<file path="src/rtl/tslice_ctrl.sv">
module tslice_ctrl #(
  parameter int CNT_MAX = 16,
  parameter int QDEPTH  = 8,
  parameter int PTR_W   = 32
) (
  input  logic                             clk,
  input  logic                             rst_n,
  input  logic                             tick_i,
  input  logic                             load_i,
  input  logic                             ts_instr_i,
  input  logic                             trap_inst_i,
  input  logic                             exc_enter_i,
  input  logic                             exc_return_i,
  input  logic                             en_wr_i,
  input  logic                             en_val_i,
  input  logic                             enq_i,
  input  logic [PTR_W-1:0]                 enq_wptr_i,
  input  logic [PTR_W-1:0]                 enq_iptr_i,
  output logic                             ts_due_o,
  output logic                             trap_req_o,
  output logic                             ts_en_o,
  output logic [$clog2(CNT_MAX+1)-1:0]     count_o,
  output logic [PTR_W-1:0]                 cur_wptr_o,
  output logic [PTR_W-1:0]                 cur_iptr_o
);
  localparam int CNT_W = $clog2(CNT_MAX + 1);
  localparam int IDX_W = (QDEPTH > 1) ? $clog2(QDEPTH) : 1;
  localparam logic [CNT_W-1:0] CMAX  = CNT_W'(CNT_MAX);
  localparam logic [CNT_W-1:0] CONE  = CNT_W'(1);
  localparam logic [IDX_W-1:0] IONE  = IDX_W'(1);
  localparam logic [IDX_W:0]   LONE  = (IDX_W+1)'(1);
  localparam logic [IDX_W:0]   LFULL = (IDX_W+1)'(QDEPTH);

  logic [CNT_W-1:0] cnt, saved;
  logic             in_exc, ts_en;
  logic [PTR_W-1:0] qw [QDEPTH];
  logic [PTR_W-1:0] qi [QDEPTH];
  logic [IDX_W-1:0] head, tail;
  logic [IDX_W:0]   level;

  wire q_empty  = (level == '0);
  wire q_full   = (level == LFULL);
  wire enter    = exc_enter_i && !in_exc;
  wire leave    = exc_return_i && in_exc;
  wire user     = !in_exc && !enter;
  wire fire     = user && ts_instr_i && (cnt == '0) && ts_en;
  wire do_trap  = fire && trap_inst_i;
  wire do_swap  = fire && !trap_inst_i;
  wire do_load  = user && !fire && load_i;
  wire pop      = (do_swap || do_load) && !q_empty;
  wire push_cur = do_swap && !q_empty;
  wire push_enq = enq_i && !do_swap && !q_full;
  wire push     = push_cur || push_enq;
  wire reload   = do_swap || do_load;
  wire dec      = user && !fire && !load_i && tick_i && (cnt != '0);

  assign ts_due_o = (cnt == '0);
  assign ts_en_o  = ts_en;
  assign count_o  = cnt;

  always_ff @(posedge clk or negedge rst_n) begin
    if (!rst_n) begin
      cnt        <= CMAX;
      saved      <= CMAX;
      in_exc     <= 1'b0;
      ts_en      <= 1'b0;
      trap_req_o <= 1'b0;
    end else begin
      trap_req_o <= do_trap;
      if (en_wr_i) ts_en <= en_val_i;
      if (enter) begin
        saved  <= cnt;
        in_exc <= 1'b1;
      end else if (leave) begin
        cnt    <= saved;
        in_exc <= 1'b0;
      end else if (reload) begin
        cnt <= CMAX;
      end else if (dec) begin
        cnt <= cnt - CONE;
      end
    end
  end

  always_ff @(posedge clk or negedge rst_n) begin
    if (!rst_n) begin
      head       <= '0;
      tail       <= '0;
      level      <= '0;
      cur_wptr_o <= '0;
      cur_iptr_o <= '0;
    end else begin
      if (pop) begin
        cur_wptr_o <= qw[head];
        cur_iptr_o <= qi[head];
        head       <= head + IONE;
      end
      if (push) tail <= tail + IONE;
      if (push && !pop)      level <= level + LONE;
      else if (pop && !push) level <= level - LONE;
    end
  end

  always_ff @(posedge clk) begin
    if (push) begin
      qw[tail] <= push_cur ? cur_wptr_o : enq_wptr_i;
      qi[tail] <= push_cur ? cur_iptr_o : enq_iptr_i;
    end
  end

  AST_CNT_RANGE:    assert property (@(posedge clk) disable iff (!rst_n) cnt <= CMAX);
  AST_TICK_STEP:    assert property (@(posedge clk) disable iff (!rst_n)
                      (!in_exc && !exc_enter_i && tick_i && !load_i && !ts_instr_i && cnt != '0)
                      |=> cnt == $past(cnt) - CONE);
  AST_TRAP_CAUSE:   assert property (@(posedge clk) disable iff (!rst_n)
                      trap_req_o |-> $past(ts_instr_i && trap_inst_i && ts_due_o));
  AST_TRAP_KEEPS:   assert property (@(posedge clk) disable iff (!rst_n)
                      trap_req_o |-> ts_due_o);
  AST_SWAP_RELOAD:  assert property (@(posedge clk) disable iff (!rst_n)
                      (ts_instr_i && !trap_inst_i && ts_due_o && ts_en && !in_exc && !exc_enter_i)
                      |=> cnt == CMAX);
  AST_EXC_FREEZE:   assert property (@(posedge clk) disable iff (!rst_n)
                      (in_exc && !exc_return_i) |=> $stable(cnt));
  AST_EN_HOLD:      assert property (@(posedge clk) disable iff (!rst_n)
                      !en_wr_i |=> $stable(ts_en));
  AST_LEVEL_BOUND:  assert property (@(posedge clk) disable iff (!rst_n) level <= LFULL);
endmodule

</file>
<file path="config.mk">
export PLATFORM = sky130hd
export DESIGN_NAME = tslice_ctrl
export DESIGN_NICKNAME = d
export VERILOG_FILES = /design/src/rtl/tslice_ctrl.sv
export SDC_FILE = /design/constraint.sdc
export NUM_CORES = 1
export LEC_CHECK = 0
export ABC_AREA = 1
export BUFFER_PORTS_ARGS = -buffer_cell sky130_fd_sc_hd__buf_2
export CELL_PAD_IN_SITES_DETAIL_PLACEMENT = 0
export CELL_PAD_IN_SITES_GLOBAL_PLACEMENT = 2
export CORE_MARGIN = 4
export CORE_UTILIZATION = 43
export CTS_BUF_LIST = sky130_fd_sc_hd__clkbuf_4 sky130_fd_sc_hd__clkbuf_8
export CTS_CLUSTER_DIAMETER = 200
export CTS_CLUSTER_SIZE = 30
export DETAILED_ROUTE_END_ITERATION = 16
export PLACE_DENSITY = 0.82
export RECOVER_POWER = 25
export SETUP_SLACK_MARGIN = 0.05
export SYNTH_ARGS = -nofsm -noshare
export SYNTH_HDL_FRONTEND = slang
export SYNTH_SLANG_ARGS = --single-unit
</file>
<file path="constraint.sdc">
create_clock -name clk -period 6.6 [get_ports clk]
set_clock_uncertainty 0.2 [all_clocks]
set_input_delay 0.33 -clock clk [delete_from_list [all_inputs] [get_ports clk]]
set_output_delay 0.33 -clock clk [all_outputs]
set_load 0.1 [all_outputs]
</file>
# --- Yosys cells after proc, flatten, opt, wreduce, memory -nomap -nowiden ---
# Memories as Yosys holds them, arrays and structs flattened. A register that Yosys moved wholly into a read port is not among the register bits.
# Cells that the tools add are included.
totals:
  output_inout_bits: 72
  mem_bits_rw: 512
  ff_bits: 23
  memories: 2
  wordCells: 68
memory_table:
  columns: ["memory", "words", "word_bits", "read_ports", "rd_clocked_by_memory_dff", "write_ports", "line", "rtl"]
  rows:
  - ["qi", 8, 32, 1, 1, 1, "37", "logic [PTR_W-1:0] qi [QDEPTH];"]
  - ["qw", 8, 32, 1, 1, 1, "36", "logic [PTR_W-1:0] qw [QDEPTH];"]
op_classes:
  add_sub_neg: 5
  n_eq_ne: 1
  n_reduce_logical: 40
  bitwise: 1
  n_mux: 11
op_table:
  columns: ["cell", "n"]
  rows:
  - ["32-bit two-way mux", 2]
  - ["1-bit logical AND", 19]
  - ["5-bit two-way mux", 3]
  - ["1-bit logical NOT", 12]
  - ["4-bit two-way mux", 2]
  - ["3-bit by 1-bit adder with 3-bit output (second input constant)", 2]
  - ["5-bit logical NOT", 1]
  - ["5-bit nonzero test", 1]
  - ["5-bit by 1-bit subtractor with 5-bit output (second input constant)", 1]
  - ["4-bit by 1-bit adder with 4-bit output (second input constant)", 1]
  - ["4-bit == test (second input constant)", 1]
  - ["4-bit logical NOT", 1]
  - ["1-bit two-way mux", 4]
  - ["2-bit nonzero test", 2]
  - ["4-bit by 1-bit subtractor with 4-bit output (second input constant)", 1]
  - ["3-bit nonzero test", 1]
  - ["1-bit logical OR", 2]
  - ["2-bit AND reduction", 1]
  - ["1-bit NOT", 1]

# --- Longest topological paths before layout ---
logic_depth:
  word_depth: 16
  mapped_depth: 18
  depth_no_buf: 16

# --- Least setup slack after synthesis ---
# Ideal clock, no wire load.
synth_timing:
  kind: "reg-to-reg"
  from: "register cnt[0] (netlist: count_o[0])"
  to: "memory qi[0][0], enable pin"
  arrival_time_ns: 4.907
  setup_ns: 0.486
  period_less_slack_ns: 5.593
  slack_ns: 1.007
  n_path_buf: 0
  path_stages_with_launch: 9
  cell_sequence: "dfrtp_1 inv_1 ha_1 nand2_2 nor2_8 nand4_2 nand2_1 nand2_1 nor2_1"
synth_between:
  elab_chain_len: 10
synth_lines:
  columns: ["item", "line", "rtl"]
  rows:
  - ["start, declared", "34", "logic [CNT_W-1:0] cnt, saved;"]
  - ["start signal, assigned", "75", "cnt <= saved;"]
  - ["start signal, assigned", "80", "cnt <= cnt - CONE;"]
  - ["5-bit logical NOT *", null, null]
  - ["named net ts_due_o", "19", "output logic ts_due_o,"]
  - ["1-bit logical AND * (2 in series)", "46", "wire fire = user && ts_instr_i && (cnt == '0) && ts_en;"]
  - ["1-bit logical AND *", "48", "wire do_swap = fire && !trap_inst_i;"]
  - ["1-bit logical NOT", "52", "wire push_enq = enq_i && !do_swap && !q_full;"]
  - ["1-bit logical AND (2 in series)", "52", null]
  - ["1-bit logical OR *", "53", "wire push = push_cur || push_enq;"]
  - ["named net push", "53", null]
  - ["1-bit two-way mux *", "105", "if (push) begin"]
  - ["1-bit two-way mux *", "107", "qi[tail] <= push_cur ? cur_iptr_o : enq_iptr_i;"]
  - ["end, declared", "37", null]
# The timed path passes the listed nets; every way through them passes the cells marked *.

# --- Worst setup path in the final report ---
layout_timing:
  from: "register cnt[0] (netlist: count_o[0])"
  to: "register level[3]"
layout_between:
  elab_chain_len: 11
layout_lines:
  columns: ["item", "line", "rtl"]
  rows:
  - ["5-bit logical NOT *", "46", null]
  - ["1-bit logical AND * (2 in series)", "46", null]
  - ["1-bit logical NOT or 1-bit logical AND (tied branches)", "49, 48", null]
  - ["1-bit logical AND or 1-bit logical NOT (tied branches)", "49, 52", null]
  - ["1-bit logical AND (on tied branches)", "49, 52", null]
  - ["1-bit logical OR or 1-bit logical AND (tied branches)", "50, 52", null]
  - ["1-bit logical AND or 1-bit logical OR (tied branches)", "50, 53", null]
  - ["1-bit logical NOT (on tied branches)", "99, 100", null]
  - ["1-bit logical AND (on tied branches)", "99, 100", null]
  - ["4-bit two-way mux or 2-bit nonzero test (tied branches)", null, null]
  - ["end signal, assigned", "99", "if (push && !pop) level <= level + LONE;"]
  - ["end signal, assigned", "100", "else if (pop && !push) level <= level - LONE;"]
  - ["end, declared", "39", "logic [IDX_W:0] level;"]
# Mark *: on every way between the ends. The rest lies on a longest branch, timed or not.
# A chain may end at the register's enable or synchronous reset.

==> results.json <==
{
  "status": "finished with violations",
  "violations": "max-capacitance violations, max-slew violations",
  "hold_path_class": "primary input to flip-flop",
  "yosys_warnings": 0,
  "fillers": 5112,
  "wl_per_cell_um": 19.3,
  "setup_viol": 0,
  "crit_fanout": 46,
  "rsz0062_at_grt": "false",
  "fin_crit_sh_pct": 71.0,
  "syn_avg_cell_area_um2": 12.0,
  "cts_resized": 0,
  "tns_ns": 0,
  "port_buffers": 146,
  "drc": 0,
  "track_usage_pct": 18.0,
  "synthDistinctLibCells": 33,
  "peakVddDrop_mv": 0.244,
  "gp_congestion": 0.742,
  "drive_gt1_share_pct": 7.74,
  "tightest_slew_ns": 2.53,
  "slew_viol_final": 85,
  "ios": 147,
  "max_freq_mhz": 214,
  "dp_hpwl_um": 29800,
  "syn-cell-area_mm2": 0.0243,
  "fin_nets": 2198,
  "clockBufferDepth": 3,
  "most-common-layout-cells": "512 x edfxtp_1, 390 x nor2_1, 317 x o21ai_0, 246 x nand2_1, 128 x o211ai_1",
  "finalHoldViolations": 0,
  "antenna_found_initial": 0,
  "dr_total_vias": 15200,
  "crit_type": "flip-flop to flip-flop",
  "placementRows": 86,
  "clock-root-buffer": "clkbuf_8",
  "ant_nets": 0,
  "crit_path_start_kind": "flip-flop",
  "cp_data_arrival_time_ns": 5.03,
  "slew_headroom_pct": -68.4,
  "die_height_um": 246,
  "fp.dieW_um": 246,
  "initial_utilization_pct": 43.7,
  "clock_latency_ns": 0.65,
  "via_per_inst": 5.28,
  "whs_ns": 0.0346,
  "wl_um": 55600,
  "required_ns": 6.95,
  "htreeDepth": 1,
  "syn_to_final_growth_pct": 7.89,
  "cts_tree": "yes",
  "syn_inst": 2023,
  "grt_overflow": 0,
  "final_common_cell": "edfxtp_1",
  "holdPathStages": 3,
  "grt_pass1_wl_um": 86500,
  "power_density_mw_per_mm2": 441,
  "cts.clk_slew.worst_paths_ns": 0.18,
  "ys_seq_elements": 599,
  "die-area_mm2": 0.0603,
  "ys_seq_area_share_pct": 72.3,
  "grt_pass1_vias": 15100,
  "clkSinkCount": 599,
  "period_minus_slack_ns": 4.68,
  "coreArea_mm2": 0.0555,
  "drv_cap": 3,
  "synth_nets": 2106,
  "endpoint_kind": "flip-flop",
  "area.sequential_mm2": 0.0176,
  "numCtsBuffers": 23,
  "grt_start_max_net_pins": 161,
  "reg2regPathDepth": 15,
  "multi_input_area_mm2": 0.00581,
  "drt_pass1_iterations": 5,
  "drt-initial-drc-count": 1217,
  "p_leak_nw": 9.21
}
state kept, by name (all words and copies together), names as in the netlist:
name	cells
tail	3
trap_req_o	1
qw	256
qi	256
cur_wptr_o	32
ts_en_o	1
saved	5
count_o	5
level	4
head	3
in_exc	1
cur_iptr_o	32
cell usage after synthesis:
| master | count | area share [%] |
|---|---|---|
| nor2_4 | 1 | 0.046 |
| o21ai_2 | 3 | 0.11 |
| mux2_2 | 1 | 0.046 |
| nand2_1 | 245 | 3.8 |
| edfxtp_1 | 512 | 63 |
| a21oi_1 | 3 | 0.062 |
| inv_2 | 4 | 0.062 |
| buf_6 | 7 | 0.32 |
| nand3_1 | 10 | 0.21 |
| o21ai_1 | 79 | 1.6 |
| nand3_4 | 2 | 0.14 |
| o21ai_0 | 311 | 6.4 |
| clkbuf_2 | 6 | 0.12 |
| buf_4 | 14 | 0.43 |
| dfstp_2 | 2 | 0.22 |
| xor2_1 | 3 | 0.11 |
| buf_8 | 1 | 0.062 |
| buf_2 | 26 | 0.54 |
| or2_2 | 1 | 0.026 |
| inv_1 | 83 | 1.3 |
| ha_1 | 7 | 0.36 |
| fa_1 | 1 | 0.082 |
| xnor2_1 | 3 | 0.11 |
| nand4_2 | 1 | 0.052 |
| nand2_4 | 3 | 0.14 |
| o211ai_1 | 128 | 4.0 |
| clkbuf_1 | 59 | 0.91 |
| buf_1 | 12 | 0.19 |
| nor2_8 | 1 | 0.082 |
| dfrtp_1 | 85 | 8.8 |
| nand4_1 | 10 | 0.26 |
| nand2_2 | 2 | 0.052 |
| nor2_1 | 397 | 6.1 |
layer usage:
| metal | wire (µm) | part of all wire [%] | GRT usage (%) | vias up |
|---|---|---|---|---|
| met5 | 0 | 0 | 0 | - |
| met4 | 845 | 1.5 | 3.32 | 0 |
| met3 | 2130 | 3.8 | 2.28 | 49 |
| met2 | 27500 | 49 | 31.6 | 247 |
| met1 | 25200 | 45 | 24.6 | 7626 |
| li1 | - | - | - | 7280 |
cell type report:
class	instances	area share (%)
diodes	1	0.00955
clock buffers	41	1.72
inverters	87	1.27
multi-input cells	1212	22.2
flip-flops and latches	599	67.0
well taps	748	3.57
repair buffers	192	4.22
logic make-up after synthesis:
family	synth area share [%]
compound gates	12.2
xor+xnor	0.216
fa+ha+maj	0.443
mux	0.0464
flops	72.3
buf+inv	3.92
simple gates	10.9
final timing paths:
check / end / from / slack (ns)
min in group asynchronous: saved[0] / rst_n / 1.31
setup reg to reg: level[3] / count_o[0] / 1.92
hold / removal: qi[0][19] / enq_iptr_i[19] / 0.03
max in group asynchronous: head[0] / rst_n / 2.20
setup / recovery: level[3] / count_o[0] / 1.92
hold reg to reg: saved[4] / saved[4] / 0.31
worst max-delay path: stages (launching register included):
cell and delay (ns):
dfrtp_1 0.44, inv_1 0.16, ha_1 0.21, nand2_2 0.06
nor2_1 0.51, nand3_4 0.26, nand2_4 0.14, nand2_1 0.87
ha_1 0.62, inv_1 0.15, ha_1 0.30, a21oi_1 0.15
nand2_1 0.08, a21oi_1 0.13, o21ai_0 0.14, xor2_1 0.17
where the power goes:
group | internal [mW] | switching [mW] | leakage, nW
sequential | 4.86 | 0.412 | 5.73
clock | 0.434 | 1.04 | 0.248
combinational | 1.01 | 3.79 | 3.23
total | 6.30 | 5.25 | 9.21
what timing repair did:
item                                   CTS  global route
endpoints found under the hold margin  116             0
buffers inserted                         0             0
hold buffers                            24             0
metrics by stage:
stage / util (%) / cell area [µm²] / setup slack, ns / power, mW / cells
floorplan: - / 24300 / 1.01 / 9.04 / 2023
detailed placement: 46.2 / 25600 / 2.63 / 10.3 / 2814
CTS: 47.4 / 26300 / 2.60 / 11.8 / 2879
global route: 47.2 / 26200 / 1.39 / 12.3 / 2879
global placement: 46.2 / 25600 / 2.71 / 10.2 / 2814
finish: 47.2 / 26200 / 1.92 / 11.5 / 2880
Power figures use the tool's default switching activity.
